`src/rtl/iso_buf_pkg.sv`:
```
`timescale 1ns/1ps
package iso_buf_pkg;
  typedef enum logic [1:0] {
    ST_LINKED = 2'd0,
    ST_BURST  = 2'd1,
    ST_HOLD   = 2'd2
  } iso_state_e;
endpackage

```
`src/rtl/iso_stuck_timer.sv`:
```
`timescale 1ns/1ps
// Counts consecutive low cycles of one line; restarts on any high or when disabled.
module iso_stuck_timer #(
  parameter int unsigned LIMIT = 6000000
) (
  input  logic clk,
  input  logic rst_n,
  input  logic enable_i,
  input  logic line_i,
  output logic expire_o
);
  localparam int unsigned CW = (LIMIT > 1) ? $clog2(LIMIT) : 1;
  localparam logic [CW-1:0] LAST = CW'(LIMIT - 1);

  logic [CW-1:0] cnt;

  assign expire_o = enable_i && !line_i && (cnt == LAST);

  always_ff @(posedge clk) begin
    if (!rst_n)                  cnt <= '0;
    else if (!enable_i || line_i) cnt <= '0;
    else if (!expire_o)          cnt <= cnt + 1'b1;
  end
endmodule

```
`src/rtl/iso_line_mirror.sv`:
```
`timescale 1ns/1ps
// Copies an external low from one side to the other, ignoring lows this
// block caused itself (current pull or pull released one cycle ago).
module iso_line_mirror (
  input  logic clk,
  input  logic rst_n,
  input  logic linked_i,
  input  logic a_i,
  input  logic b_i,
  output logic a_pull_o,
  output logic b_pull_o
);
  logic qa, qb, qa_d, qb_d;

  assign a_pull_o = qa && linked_i;
  assign b_pull_o = qb && linked_i;

  always_ff @(posedge clk) begin
    if (!rst_n) begin
      qa   <= 1'b0;
      qb   <= 1'b0;
      qa_d <= 1'b0;
      qb_d <= 1'b0;
    end else begin
      qa   <= linked_i && !b_i && !b_pull_o && !qb_d;
      qb   <= linked_i && !a_i && !a_pull_o && !qa_d;
      qa_d <= a_pull_o;
      qb_d <= b_pull_o;
    end
  end
endmodule

```
`src/rtl/iso_recovery_seq.sv`:
```
`timescale 1ns/1ps
// Link / burst / hold sequencing and target-side recovery clock.
module iso_recovery_seq
  import iso_buf_pkg::*;
#(
  parameter int unsigned PULSES = 16,
  parameter int unsigned HALF   = 1000,
  parameter int unsigned LIMIT  = 6000000
) (
  input  logic       clk,
  input  logic       rst_n,
  input  logic       trip_i,
  input  logic       scl_i,
  input  logic       sda_i,
  output iso_state_e state_o,
  output logic       scl_pull_o
);
  localparam int unsigned EDGES = 2 * PULSES;
  localparam int unsigned PH_W  = (HALF > 1)  ? $clog2(HALF)  : 1;
  localparam int unsigned ED_W  = (EDGES > 1) ? $clog2(EDGES) : 1;
  localparam int unsigned HD_W  = (LIMIT > 1) ? $clog2(LIMIT) : 1;
  localparam logic [PH_W-1:0] PH_LAST = PH_W'(HALF - 1);
  localparam logic [ED_W-1:0] ED_LAST = ED_W'(EDGES - 1);
  localparam logic [HD_W-1:0] HD_LAST = HD_W'(LIMIT - 1);

  iso_state_e      st, st_n;
  logic [PH_W-1:0] ph, ph_n;
  logic [ED_W-1:0] ed, ed_n;
  logic [HD_W-1:0] hd, hd_n;

  always_comb begin
    st_n = st;
    ph_n = ph;
    ed_n = ed;
    hd_n = hd;
    unique case (st)
      ST_LINKED: begin
        if (trip_i) begin
          st_n = ST_BURST;
          ph_n = '0;
          ed_n = '0;
        end
      end
      ST_BURST: begin
        if (ph == PH_LAST) begin
          ph_n = '0;
          if (ed == ED_LAST) begin
            ed_n = '0;
            hd_n = '0;
            st_n = (scl_i && sda_i) ? ST_LINKED : ST_HOLD;
          end else begin
            ed_n = ed + 1'b1;
          end
        end else begin
          ph_n = ph + 1'b1;
        end
      end
      ST_HOLD: begin
        if (hd == HD_LAST) begin
          st_n = ST_BURST;
          hd_n = '0;
          ph_n = '0;
          ed_n = '0;
        end else begin
          hd_n = hd + 1'b1;
        end
      end
      default: st_n = ST_LINKED;
    endcase
  end

  always_ff @(posedge clk) begin
    if (!rst_n) begin
      st <= ST_LINKED;
      ph <= '0;
      ed <= '0;
      hd <= '0;
    end else begin
      st <= st_n;
      ph <= ph_n;
      ed <= ed_n;
      hd <= hd_n;
    end
  end

  assign state_o    = st;
  assign scl_pull_o = (st == ST_BURST) && !ed[0];
endmodule

```
`src/rtl/i2c_iso_buffer.sv`:
```
`timescale 1ns/1ps
module i2c_iso_buffer
  import iso_buf_pkg::*;
#(
  parameter int unsigned CLK_KHZ  = 200000,
  parameter int unsigned STUCK_MS = 30,
  parameter int unsigned REC_KHZ  = 100,
  parameter int unsigned PULSES   = 16
) (
  input  logic clk,
  input  logic rst_n,
  input  logic up_scl_i,
  input  logic up_sda_i,
  output logic up_scl_pull,
  output logic up_sda_pull,
  input  logic dn_scl_i,
  input  logic dn_sda_i,
  output logic dn_scl_pull,
  output logic dn_sda_pull,
  output logic fault
);
  localparam int unsigned LIMIT    = CLK_KHZ * STUCK_MS;
  localparam int unsigned HALF_RAW = CLK_KHZ / (2 * REC_KHZ);
  localparam int unsigned HALF     = (HALF_RAW == 0) ? 1 : HALF_RAW;
  localparam int unsigned LINES    = 2;   // index 0 = clock, 1 = data

  logic [LINES-1:0] up_lv, dn_lv, up_pl, dn_pl, expire;
  iso_state_e       state;
  logic             linked, burst_scl;

  assign up_lv  = {up_sda_i, up_scl_i};
  assign dn_lv  = {dn_sda_i, dn_scl_i};
  assign linked = (state == ST_LINKED);

  for (genvar i = 0; i < LINES; i++) begin : g_line
    iso_stuck_timer #(.LIMIT(LIMIT)) u_timer (
      .clk      (clk),
      .rst_n    (rst_n),
      .enable_i (linked),
      .line_i   (dn_lv[i]),
      .expire_o (expire[i])
    );
    iso_line_mirror u_mirror (
      .clk      (clk),
      .rst_n    (rst_n),
      .linked_i (linked),
      .a_i      (up_lv[i]),
      .b_i      (dn_lv[i]),
      .a_pull_o (up_pl[i]),
      .b_pull_o (dn_pl[i])
    );
  end

  iso_recovery_seq #(
    .PULSES (PULSES),
    .HALF   (HALF),
    .LIMIT  (LIMIT)
  ) u_seq (
    .clk        (clk),
    .rst_n      (rst_n),
    .trip_i     (|expire),
    .scl_i      (dn_scl_i),
    .sda_i      (dn_sda_i),
    .state_o    (state),
    .scl_pull_o (burst_scl)
  );

  assign up_scl_pull = up_pl[0];
  assign up_sda_pull = up_pl[1];
  assign dn_scl_pull = dn_pl[0] | burst_scl;
  assign dn_sda_pull = dn_pl[1];
  assign fault       = !linked;
endmodule


```
`config.mk`:
```
export PLATFORM = sky130hd
export DESIGN_NAME = i2c_iso_buffer
export DESIGN_NICKNAME = d
export VERILOG_FILES = /design/src/rtl/iso_buf_pkg.sv /design/src/rtl/iso_stuck_timer.sv /design/src/rtl/iso_line_mirror.sv /design/src/rtl/iso_recovery_seq.sv /design/src/rtl/i2c_iso_buffer.sv
export SDC_FILE = /design/constraint.sdc
export NUM_CORES = 1
export LEC_CHECK = 0
export ABC_AREA = 1
export BUFFER_PORTS_ARGS = -buffer_cell sky130_fd_sc_hd__buf_2
export CAP_MARGIN = 20
export CORE_MARGIN = 1
export CORE_UTILIZATION = 57
export DETAILED_ROUTE_END_ITERATION = 16
export GPL_TIMING_DRIVEN = 0
export PLACE_DENSITY = 0.86
export SLEW_MARGIN = 10
export SYNTH_ARGS = -nofsm -noshare
export SYNTH_HDL_FRONTEND = slang
export SYNTH_HIERARCHICAL = 1
export SYNTH_SLANG_ARGS = --single-unit
```
`constraint.sdc`:
```
create_clock -name clk -period 2.2 [get_ports clk]
set_input_delay 0.55 -clock clk [delete_from_list [all_inputs] [get_ports clk]]
set_output_delay 0.55 -clock clk [all_outputs]
set_load 0.01 [all_outputs]
```
Yosys cells after proc, flatten, opt, wreduce, memory -nomap -nowiden
Index checks and enable logic that the tools add are counted.
{ "word_totals": {"ff_bits": 94} }
{ "classes": {"bitwise_logic": 2, "muxes": 19, "reduce_logical": 46, "n_eq_ne": 11, "n_addsub": 5} }
{ "op_table": {"columns": ["cell", "n"], "rows": [
  ["23-bit by 1-bit adder with 23-bit output, second input constant", 3],
  ["23-bit equality test, second input constant", 3],
  ["23-bit 2-to-1 mux", 3],
  ["23-bit one-hot mux with 2 select lines", 1],
  ["10-bit 2-to-1 mux", 3],
  ["10-bit one-hot mux with 3 select lines", 1],
  ["1-bit logical AND", 20],
  ["5-bit 2-to-1 mux", 4],
  ["5-bit one-hot mux with 3 select lines", 1],
  ["1-bit zero test", 14],
  ["10-bit by 1-bit adder with 10-bit output, second input constant", 1],
  ["10-bit equality test, second input constant", 1],
  ["2-bit 2-to-1 mux", 5],
  ["2-bit by 1-bit inequality test with 1-bit output, second input constant", 4],
  ["4-bit AND reduction", 2],
  ["2-bit one-hot mux with 3 select lines", 1],
  ["3-bit AND reduction", 2],
  ["2-bit OR reduction", 3],
  ["5-bit by 1-bit adder with 5-bit output, second input constant", 1],
  ["5-bit equality test, second input constant", 1],
  ["3-bit nonzero test", 1],
  ["2-bit by 1-bit equality test with 1-bit output, second input constant", 1],
  ["2-bit equality test, second input constant", 1],
  ["2-bit zero test", 1],
  ["other kinds (4)", 5]
]} }

Depth between registers and ports, before layout
Gate-level depths: netlist (run 1).
{ "depth": {"depth_word": 6, "ltp_mapped": 13, "ltp_nobuf": 13} }

Modules after synthesis
The synthesis (run 1) kept the hierarchy.
{ "by_module_without_submodules": {"columns": ["module", "n_inst", "cells_each", "area_each_um2"], "rows": [
  ["iso_stuck_timer", 2, 217, 1396.3],
  ["iso_recovery_seq", 1, 400, 2533.7],
  ["iso_line_mirror", 2, 21, 147.6],
  ["i2c_iso_buffer", 1, 10, 37.5]
]} }

Least setup slack after synthesis (run 1)
No wires, ideal clock.
{ "synth_path": {"path_kind": "register to register", "from": "register u_seq.st[0], in the netlist u_seq/state_o[0]", "to": "register u_seq.ed[2]", "stages_incl_launch_ff": 14, "slack_ps": 96, "n_path_buf": 1, "arrival_time_ps": 1989, "period_less_slack_ps": 2104, "path_cell_list": "dfxtp_1 -> nor2_1 -> nand2_1 -> nor2_1 -> nand3_4 -> nor2_4 -> inv_1 -> nand2_1 -> nor3_1 -> a21oi_4 -> buf_4 -> nand3_1 -> nand2_1 -> nor2_1"} }
{ "synth_between": {"elab_chain_cells": 6, "elab_cells_between_ends": 14} }
{ "synth_lines": {"columns": ["element", "line_no", "source"], "rows": [
  ["from (decl)", "iso_recovery_seq.sv:26", "iso_state_e st, st_n;"],
  ["from (signal assigned)", "iso_recovery_seq.sv:79", "st <= st_n;"],
  ["2-bit zero test", "i2c_iso_buffer.sv:33", "assign linked = (state == ST_LINKED);"],
  ["net linked", "i2c_iso_buffer.sv:29", "logic linked, burst_scl;"],
  ["1-bit logical AND (2 in a row)", "iso_stuck_timer.sv:17", "assign expire_o = enable_i && !line_i && (cnt == LAST);"],
  ["net expire[0]", "i2c_iso_buffer.sv:27", "logic [LINES-1:0] up_lv, dn_lv, up_pl, dn_pl, expire;"],
  ["2-bit OR reduction", "i2c_iso_buffer.sv:61", ".trip_i (|expire),"],
  ["2-bit by 1-bit inequality test with 1-bit output (no source line)", null, null],
  ["4-bit AND reduction (no source line)", null, null],
  ["to (signal assigned)", "iso_recovery_seq.sv:81", "ed <= ed_n;"],
  ["to (decl)", "iso_recovery_seq.sv:28", "logic [ED_W-1:0] ed, ed_n;"]
]} }
The timed path passes the listed nets, and every way through them passes these cells.
A chain may end at the register's enable or synchronous reset.

Worst setup path after layout (run 1)
{ "layout_path": {"from": "register g_line[0].u_timer.cnt[1]", "to": "register u_seq.ed[4]"} }
{ "layout_between": {"elab_chain_cells": 5} }
{ "layout_lines": {"columns": ["element", "line_no", "source"], "rows": [
  ["from (decl)", "iso_stuck_timer.sv:15", "logic [CW-1:0] cnt;"],
  ["from (signal assigned)", "iso_stuck_timer.sv:22", "else if (!expire_o) cnt <= cnt + 1'b1;"],
  ["23-bit equality test", "iso_stuck_timer.sv:17", null],
  ["1-bit logical AND", "iso_stuck_timer.sv:17", null],
  ["net expire[0]", "i2c_iso_buffer.sv:27", null],
  ["2-bit OR reduction", "i2c_iso_buffer.sv:61", null],
  ["2-bit by 1-bit inequality test with 1-bit output (no source line)", null, null],
  ["4-bit AND reduction (no source line)", null, null]
]} }
The timed path passes the listed nets, and every way through them passes these cells.

==> results of run 1 <==
-- path summary, 6_finish.rpt --
| path | endpoint | slack, ns | depth (start not counted) |
|---|---|---|---|
| hold reg to reg | g_line[1].u_mirror/qa | 0.46 | 3 |
| hold / removal | g_line[1].u_mirror/qb | 0.44 | 4 |
| setup / recovery | u_seq/ed[4] | 0.11 | 13 |
| setup reg to reg | u_seq/ed[4] | 0.11 | 13 |
-- cell type report --
cell class / instances / area (um^2) / share of cell area
clock inverters: 5 / 104 / 0.0167
inverters: 129 / 487 / 0.0781
well taps: 133 / 166 / 0.0267
clock buffers: 11 / 151 / 0.0243
multi-input cells: 649 / 3220 / 0.516
plain buffers: 14 / 95.1 / 0.0153
repair buffers: 20 / 125 / 0.0201
flip-flops and latches: 94 / 1890 / 0.302
-- registers in the layout, indices dropped and copies added, names as in the netlist --
register	count
u_seq/ph	10
u_seq/state_o	2
g_line.u_mirror/qa_d	2
g_line.u_mirror/qb	2
u_seq/hd	23
g_line.u_mirror/qb_d	2
u_seq/ed	5
g_line.u_mirror/qa	2
g_line.u_timer/cnt	46
-- layer usage --
layer	part of all wire	wire (um)	GRT usage
met5	0	0	0
met4	0.019	241	0.0881
met3	0.046	581	0.0407
met2	0.47	6000	0.422
met1	0.46	5850	0.328
-- cell families (layout without fill, tap and decap cells) --
group / count (synthesis) / count (layout) / synth area share
simple gates: 542 / 542 / 0.447
buf+inv: 143 / 179 / 0.102
flops: 94 / 94 / 0.333
compound gates: 89 / 89 / 0.0860
xor+xnor: 12 / 12 / 0.0186
fa+ha+maj: 6 / 6 / 0.0133
-- power breakdown --
group | total [mW] | internal (mW) | switching (mW)
Sequential | 1.72 | 1.71 | 0.00819
Clock | 1.44 | 0.820 | 0.617
Combinational | 0.101 | 0.0316 | 0.0690
-- worst max-delay path, delay by kind of cell, from the launching register on --
kind,cells,cell delay (ns)
simple gates,9,0.96
flops,1,0.39
fa+ha+maj,1,0.25
buf+inv,2,0.21
compound gates,1,0.18
-- cell usage in the layout, fill, tap and decap left out, types with 11 or more instances in the layout --
cell type	instances
nand2_1	217
nor2_1	151
inv_1	114
dfxtp_1	91
nand3_1	74
a21oi_1	63
nand4_1	28
nor2_2	15
buf_2	14
o21ai_0	12
clkbuf_8	11
-- stage by stage --
stage / total power, mW / area, um^2 / hold WS (ns)
after CTS: 3.29 / 6160 / 0.433
after detailed placement: 1.86 / 5880 / 0.450
after floorplan: 1.82 / 5660 / 0.429
after global routing: 3.37 / 6230 / 0.445
final: 3.26 / 6230 / 0.445
after global placement: 1.86 / 5880 / 0.439
-- repair_timing --
item	4_1_cts	5_1_grt
setup endpoints to repair	21	27
endpoints found under the hold margin	0	0
gates resized for setup	6	4
pin swaps	1	2
setup buffers	2	8
gates cloned	0	0
==> summary.md, run 1 <==
| Metric | Value |
|---|---|
| Seq cells post-synth | 94 |
| Post-route worst setup slack | 0.110 ns |
| Worst Tran Pin Value | 0.511 ns |
| Pwr dens | about 520 nW/um^2 |
| Critical Path Fanout Max | 10 |
| GRT Residual Overflow | 0 |
| Placed cell count | ~1000 |
| # DRC | 0 |
| Layout cells sized above 1 | 0.131 |
| CTS root buf | clkbuf_8 |
| Critical path class | reg -> reg |
| Worst r2r src | g_line[0].u_timer/cnt[1] |
| Share of the yosys chip area belonging to registers | 0.333 |
| Core area | a little under 10000 um^2 |
| Synth Flop Type | dfxtp_1 |
| Top-area cell type share of the netlist area | 0.333 |
| Post-synth design cell area | approximately 5700 um^2 |
| CP startpoint | g_line[0].u_timer/cnt[1] |
| Placer Congestion | 0.949 |
| Synth Area per Inst | between 6 and 7 um^2 |
| # rows | 36 |
| Clock Tree Buf Depth | 2 |
| Crit path cell chain | ha_2 -> nand3_4 -> nor2_8 -> nand3_4 -> nor2_4 -> inv_1 -> nand2_1 -> nor3_2 -> a21oi_4 -> buf_6 -> nand3_1 -> nand2_1 -> nor2_1 |
| Final setup viols | 0 |
| Count of buffers from port buffering | 10 |
| Req. time, crit path | about 2.5 ns |
| Max_slew headroom | 0.659 |
| Post-Route WL | roughly 13 mm |
| Max Cap Violations | 0 |
| Distinct cell type count after synthesis | 34 |
| First drt pass iteration count | 5 |
| Worst Clk Skew | 0.00983 ns |
| Highest Clock Rate | ~0.48 GHz |
| Antenna diodes | 0 |
| Num Clock Sinks | 94 |
| Worst EP arrival | between 2 and 2.5 ns |
| Synth area leaders | dfxtp_1 (33%), nand2_1 (14%), nor2_1 (10%) |
| # IOs | 11 |
| Peak VDD IR | between 300 and 400 uV |
| Clk pin slew, worst setup/hold paths | roughly 0.090 ns |
| Tmin final | approximately 2.1 ns |
| CP peak stage delay | slightly below 0.4 ns |
| Global-route wire length before repair | around 21 mm |
| Gr usage total | 0.252 |
| Slowest stage cell on the critical path | dfxtp_1 |
| Drt wl/cell | 12.0 um |
| Fin util | 0.644 |
| Min-Delay Path Class | in -> reg |
| Dpl hpwl | 9.02 mm |
| Die X | 102 um |
| Pin count of the biggest net entering global routing | 16 |
| Setup TNS | 0 ns |
| Most common library cells after synthesis | nand2_1 (217), nor2_1 (153), inv_1 (114) |
| Async S/R FF share, synth | 0 |
| Die ar. | just over 10000 um^2 |
| Most frequent cell after synthesis | nand2_1 |
| Post-synth EDFFs | 0 |
| Final period util | 0.950 |
| Vias | 5550 |
| Filler-free cell count of the finished design | between 1000 and 1500 |
| RSZ-0062 raised after global routing | no |
| Final Max Tran Viols | 0 |
| Synth area leader | dfxtp_1 |
| Initial antenna violation count | 0 |
| H-Tree Level Count | 3 |
| Initial DRC Count | 281 |
| Die Ht | between 100 and 150 um |
| Vias in the first global route | 4812 |
| Hold_sp | up_sda_i |
| Hold-fix buffers at CTS | 0 |
| Fillers | 855 |
| Final number of hold-violating endpoints | 0 |
| Syn Inst Count | roughly 900 |
| Routed vias/inst | around 5.3 |
| Antenna Nets Post-Route | 0 |
| Area growth syn-to-layout | 10.1% |
| Place WS | -0.405 ns |
| Yosys warnings | 6 |
| Nature of the critical path startpoint | flip-flop |
| Status | completed |
| CTS tree | built |
| CTS Buf Count | 9 |
| Starting Density | 0.584 |
| P_leak | between 2 and 2.5 nW |
| NumNets Final | approximately 930 |
| Post-Syn Nets | between 800 and 900 |
| Worst setup EP type | flip-flop |
| Skew-Pair Late Insertion Delay | between 0.3 and 0.4 ns |
(Power assumes the default switching activity.)
==> inputs of run 2 (changes only) <==
--- a/config.mk
+++ b/config.mk
@@ -16,5 +16,4 @@
 export SLEW_MARGIN = 10
 export SYNTH_ARGS = -nofsm -noshare
 export SYNTH_HDL_FRONTEND = slang
-export SYNTH_HIERARCHICAL = 1
 export SYNTH_SLANG_ARGS = --single-unit
==> run 2 against run 1 <==
  * First-iteration DRC count did not move
  * Cell count is 15% lower
  * Sequential share of layout area grew 3.9 points
  * Wire length decreased by 13%
  * Non-clock buffer count decreased by 14
  * Synthesized cell count down 14%
  * Core utilization down 0.86 points
  * Hold slack lost 0.086 ns
  * Clock skew hardly changed
  * Critical path type is now reg -> out
  * Critical endpoint is now dn_scl_pull
==> summary.md, run 2 <==
| Metric | Value |
|---|---|
| Max FFs per register | 46 |
| Layout cells sized above 1 | 0.104 |
| Slowest stage cell on the critical path | dfxtp_1 |
| Tot Pwr | roughly 4 mW |
| Core area | just under 9000 um^2 |
| Final period util | 0.947 |
| Synth area leader | dfxtp_1 |
| Most frequent cells in the layout | nand2_1 (158), nor2_1 (139), inv_1 (100) |
| Max_slew headroom | 0.656 |
| Pin count of the biggest net entering global routing | 17 |
| Antenna diodes | 0 |
| Tmin final | around 2.1 ns |
| Fillers | 769 |
| Design Area, Final | 5510 um^2 |
| Most frequent cell after synthesis | nand2_1 |
| Most common cell after layout, fill and taps aside | nand2_1 |
| Delay-heaviest family, CP | buffers and inverters |
| Seq cells post-synth | 94 |
| Worst Tran Pin Value | 0.515 ns |
| Post-DP Area | roughly 5300 um^2 |
| Final Max Tran Viols | 0 |
| Final number of hold-violating endpoints | 0 |
| Pwr dens | approximately 740 nW/um^2 |
| Skew-Pair Late Insertion Delay | approximately 0.36 ns |
| Buf/Inv on CP | 3 |
| Critical path class | reg -> out |
| # DRC | 0 |
| Grt met1 use | 0.291 |
| CP peak stage delay | 0.34 ns |
| Post-Route WL | roughly 11 mm |
| CTS root buf | clkbuf_8 |
| Fin util | 0.635 |
| Min-Delay Path Class | in -> reg |
| Count of buffers from port buffering | 9 |
| Status | completed |
| GRT met3 Usage | 0.0340 |
| Top reg by flops | g_line.u_timer.cnt |
| RSZ-0062 raised after global routing | no |
| Final setup viols | 0 |
| CTS Buf Count | 9 |
| Clock Tree Buf Depth | 2 |
| Die X | ~97 um |
| Drt wl/cell | about 12 um |
| Placed cell count | between 800 and 900 |
| Met2 Usage GRT | 0.426 |
| Die ar. | a little over 9000 um^2 |
| Placer Congestion | a little over 0.9 |
| Place WS | 0.115 ns |
| Synth Flop Type | dfxtp_1 |
| Post-Syn Nets | approximately 800 |
| Distinct cell type count after synthesis | 37 |
| Syn Inst Count | approximately 760 |
| First drt pass iteration count | 5 |
| NumNets Final | 800 |
| Hold Slack | 0.359 ns |
| Routed vias/inst | 5.45 |
| Highest Clock Rate | around 0.48 GHz |
| H-Tree Level Count | 3 |
| Async S/R FF share, synth | 0 |
| Num Clock Sinks | 94 |
| Global-route wire length before repair | approximately 19 mm |
| Clk pin slew, worst setup/hold paths | approximately 0.09 ns |
| Share of the yosys chip area belonging to registers | 0.369 |
| Vias | slightly below 5000 |
| Area growth syn-to-layout | 7.99% |
| Post-synth EDFFs | 0 |
| CTS tree | built |
| Worst Clk Skew | around 0.0094 ns |
| Max Cap Violations | 0 |
| Crit path cell chain | inv_1 -> ha_2 -> inv_2 -> o21ai_2 -> buf_2 |
| Peak VDD IR | between 400 and 500 uV |
| Initial antenna violation count | 0 |
| Hold-fix buffers at CTS | 0 |
| Synth area leaders | dfxtp_1 (37%), nand2_1 (12%), nor2_1 (10%) |
| Req. time, crit path | 1.65 ns |
| Busiest grt layer | met2 |
| Synth Area per Inst | roughly 6.7 um^2 |
| Gr usage total | 0.241 |
| Vias in the first global route | ~4500 |
| GRT Residual Overflow | 0 |
| # rows | 34 |
| P_leak | between 2 and 2.5 nW |
| Die Ht | about 97 um |
| Worst EP arrival | 1.53 ns |
| Filler-free cell count of the finished design | 896 |
| Post-synth design cell area | 5100 um^2 |
| Top-area cell type share of the netlist area | 0.369 |
| Worst setup EP type | output pin |
| Most common library cells after synthesis | nand2_1 (159), nor2_1 (139), inv_1 (100) |
| Top Registers | g_line.u_timer.cnt (46), u_seq.hd (23), u_seq.ph (10) |
| Nature of the critical path startpoint | flip-flop |
| Initial DRC Count | between 200 and 300 |
| Antenna Nets Post-Route | 0 |
| Critical Path Fanout Max | 7 |
| Yosys warnings | 0 |
| Post-route worst setup slack | between 0.1 and 0.15 ns |
| Setup TNS | 0 ns |
| Dpl hpwl | approximately 8.2 mm |
| # IOs | 11 |
| Starting Density | 0.588 |
run 2: cell count changes after synthesis, moves of 14 or more:
cell | previous run | this run
nor2_1 | 153 | 139
nor3_1 | 11 | 25
a21oi_1 | 63 | 47
inv_1 | 114 | 100
o21ai_0 | 12 | 28
nand3_1 | 74 | 49
nand2_1 | 217 | 159
run 2: cells by family after synthesis:
kind of cell,share of synthesized area
compound gates,0.0814
xor+xnor,0.0154
fa+ha+maj,0.0245
buf+inv,0.101
flops,0.369
simple gates,0.409
run 2: cell type report:
| type | count | area, um^2 | share of cell area |
|---|---|---|---|
| plain buffers | 11 | 92.6 | 0.0168 |
| clock buffers | 9 | 124 | 0.0225 |
| clock inverters | 6 | 93.8 | 0.0170 |
| inverters | 110 | 420 | 0.0763 |
| multi-input cells | 549 | 2720 | 0.493 |
| flip-flops and latches | 94 | 1880 | 0.342 |
| well taps | 108 | 135 | 0.0245 |
| repair buffers | 9 | 45.0 | 0.00817 |
run 2: worst paths after layout:
kind,from,end,slack (ns),depth (start not counted)
max,u_seq.state_o[1],dn_scl_pull,0.12,5
min,up_sda_i,g_line[1].u_mirror.qb,0.36,2
max reg2reg,u_seq.ed[0],u_seq.hd[4],0.20,14
min reg2reg,g_line[0].u_mirror.qb_d,g_line[0].u_mirror.qa,0.39,1
run 2: routing by layer:
layer / vias up / part of all wire / wire length (um)
met5: - / 0 / 0
met4: 0 / 0.014 / 159
met3: 16 / 0.043 / 470
met2: 113 / 0.50 / 5530
met1: 2252 / 0.44 / 4860
li1: 2502 / - / -
run 2: where the power goes:
| part | switching [mW] | leakage [nW] | internal (mW) |
|---|---|---|---|
| sequential | 0.0764 | 0.761 | 1.80 |
| clock | 0.629 | 0.112 | 0.649 |
| combinational | 0.591 | 1.26 | 0.309 |
run 2: repair_timing:
| action | in CTS | in global routing |
|---|---|---|
| cloned | 0 | 0 |
| pin swaps | 0 | 0 |
| setup buffers | 0 | 0 |
| endpoints found under the setup margin | 1 | 4 |
| gates resized for setup | 3 | 3 |
==> inputs of run 3 (changes only) <==
--- a/config.mk
+++ b/config.mk
@@ -12,6 +12,7 @@
 export CORE_UTILIZATION = 57
 export DETAILED_ROUTE_END_ITERATION = 16
 export GPL_TIMING_DRIVEN = 0
+export MAX_ROUTING_LAYER = met4
 export PLACE_DENSITY = 0.86
 export SLEW_MARGIN = 10
 export SYNTH_ARGS = -nofsm -noshare
==> run 3 against run 2 <==
  * Wire length up 3.9%
  * Hold slack worse by 0.0048 ns
  * Maximum frequency down 3.8%
  * Clock skew down 0.0017 ns
  * Sequential share of layout area down 0.20 points
  * Cell area up 0.59%
  * Core utilization up 0.37 points
  * Die area unchanged
  * Critical path depth unchanged
  * Clock power up 6%
  * Cell count up 0.11%
  * Largest power group unchanged
==> summary.md, run 3 (synthesis gave the netlist of run 2 again) <==
| Metric | Value |
|---|---|
| Status | completed |
| Initial antenna violation count | 0 |
| Top reg by flops | g_line.u_timer.cnt |
| Global-route wire length before repair | a little under 20 mm |
| Req. time, crit path | about 1.7 ns |
| Num Clock Sinks | 94 |
| Critical path class | reg -> out |
| Max FFs per register | 46 |
| Antenna Nets Post-Route | 0 |
| Crit path capture | dn_scl_pull |
| Hold Slack | 0.354 ns |
| Die ar. | 9340 um^2 |
| Routed vias/inst | approximately 5.4 |
| CTS tree | built |
| Peak VDD IR | 385 uV |
| Most common cell after layout, fill and taps aside | nand2_1 |
| Worst Clk Skew | approximately 0.0077 ns |
| Switch share | 0.314 |
| Area growth syn-to-layout | 8.63% |
| Worst Tran Pin Value | roughly 0.34 ns |
| Place WS | about 0.024 ns |
| FF-to-FF setup slack | ~0.2 ns |
| Reg2reg end | g_line[1].u_timer.cnt[11] |
| NumNets Final | 800 |
| Gr usage total | 0.256 |
| CTS root buf | clkbuf_8 |
| Hold-fix buffers at CTS | 0 |
| Max_slew headroom | 0.771 |
| Pin count of the biggest net entering global routing | 16 |
| Final Max Tran Viols | 0 |
| Worst EP arrival | about 1.6 ns |
| Hold_sp | up_sda_i |
| Min-Delay Path Class | in -> reg |
| Max Cap Violations | 0 |
| Layout cells sized above 1 | 0.104 |
| Worst-case reg-to-reg path depth | 8 |
| Top Registers | g_line.u_timer.cnt (46), u_seq.hd (23), u_seq.ph (10) |
| CP startpoint | u_seq.state_o[1] |
| Power share of the clock group | 0.328 |
| Seq pwr share | 0.452 |
| # rows | 34 |
| Vias in the first global route | about 4500 |
| Clock Tree Buf Depth | 2 |
| Post-route worst setup slack | about 0.035 ns |
| Die Ht | just under 100 um |
| Tmin final | 2.16 ns |
| Critical Path Fanout Max | 7 |
| First drt pass iteration count | 5 |
| Placer Congestion | 0.923 |
| Vias | approximately 4900 |
| Core area | roughly 8700 um^2 |
| Setup TNS | 0 ns |
| Post-Route WL | 11.5 mm |
| Dpl hpwl | 8.08 mm |
| Skew-Pair Late Insertion Delay | ~0.37 ns |
| Final number of hold-violating endpoints | 0 |
| Hold Path Depth | 2 |
| Worst setup EP type | output pin |
| Internal power | 2.85 mW |
| Most frequent cells in the layout | nand2_1 (159), nor2_1 (138), inv_1 (100) |
| Gate power share | 0.221 |
| Nature of the critical path startpoint | flip-flop |
| # DRC | 0 |
| Sw Pwr | between 1 and 1.5 mW |
| CTS Buf Count | 9 |
| Initial DRC Count | ~330 |
| Final setup viols | 0 |
| Drt wl/cell | about 13 um |
| Starting Density | 0.588 |
| H-Tree Level Count | 3 |
| Final period util | 0.984 |
| RSZ-0062 raised after global routing | no |
| Count of buffers from port buffering | 9 |
| Antenna diodes | 0 |
| P_leak | 2.14 nW |
| Highest Clock Rate | ~0.46 GHz |
| Worst r2r src | u_seq.state_o[1] |
| # IOs | 11 |
| Clk pin slew, worst setup/hold paths | ~0.090 ns |
| GRT Residual Overflow | 0 |
| Die X | just under 100 um |
| Pwr dens | 750 nW/um^2 |
run 3: cell count changes in the layout (fill, tap and decap cells not counted), sizes merged:
cell      delta
clkinv       -1
clkinvlp     +2
clkbuf       +3
inv          -3
run 3: through the flow:
step | area [um^2] | utilization | cells | total power [mW]
after floorplan | 5100 | - | 764 | 2.58
after global placement | 5280 | 0.609 | 881 | 2.76
after detailed placement | 5280 | 0.609 | 881 | 2.79
after CTS | 5530 | 0.637 | 897 | 4.14
after global routing | 5540 | 0.639 | 897 | 4.35
final | 5540 | 0.639 | 897 | 4.16
run 3: metal layers:
| layer | routed length [um] | GRT usage | up-vias |
|---|---|---|---|
| li1 | - | - | 2488 |
| met1 | 4920 | 0.297 | 2171 |
| met2 | 5640 | 0.444 | 164 |
| met3 | 625 | 0.0520 | 28 |
| met4 | 272 | 0.0838 | 0 |
| met5 | 0 | - | - |
run 3: final cells by class:
cell class              count  area (um^2)
multi-input cells         549         2720
fillers                   748         3130
well taps                 108          135
plain buffers              11         96.3
clock inverters             4         76.3
clock buffers              12          165
inverters                 110          424
flip-flops and latches     94         1880
repair buffers              9         45.0
run 3: worst min-delay path by stage:
| stage | to | slack, ns |
|---|---|---|
| after floorplan | g_line[0].u_mirror.qa | 0.37 |
| final | g_line[1].u_mirror.qb | 0.35 |
| after global placement | g_line[0].u_mirror.qa | 0.37 |
| after global routing | g_line[1].u_mirror.qb | 0.36 |
| after detailed placement | g_line[0].u_mirror.qa | 0.38 |
| after CTS | g_line[1].u_mirror.qb | 0.35 |
run 3: power groups by stage:
stage          clock network [mW]  registers (mW)  logic [mW]
6_report                     1.36            1.88       0.917
2_1_floorplan                   0            1.89       0.685
3_5_place_dp                    0            1.91       0.879
5_1_grt                      1.44            1.89        1.02
3_3_place_gp                    0            1.91       0.852
4_1_cts                      1.37            1.87       0.894
run 3: timing repair:
action / in CTS / in global routing
endpoints found under the setup margin: 2 / 2
resized for setup: 3 / 4
setup buffers: 0 / 0
run 3: worst max-delay path, stage by stage, from the launching register on:
cell and delay [ns]:
dfxtp_1 0.34, inv_1 0.12, ha_2 0.29, inv_2 0.12, o21ai_1 0.20, buf_2 0.17
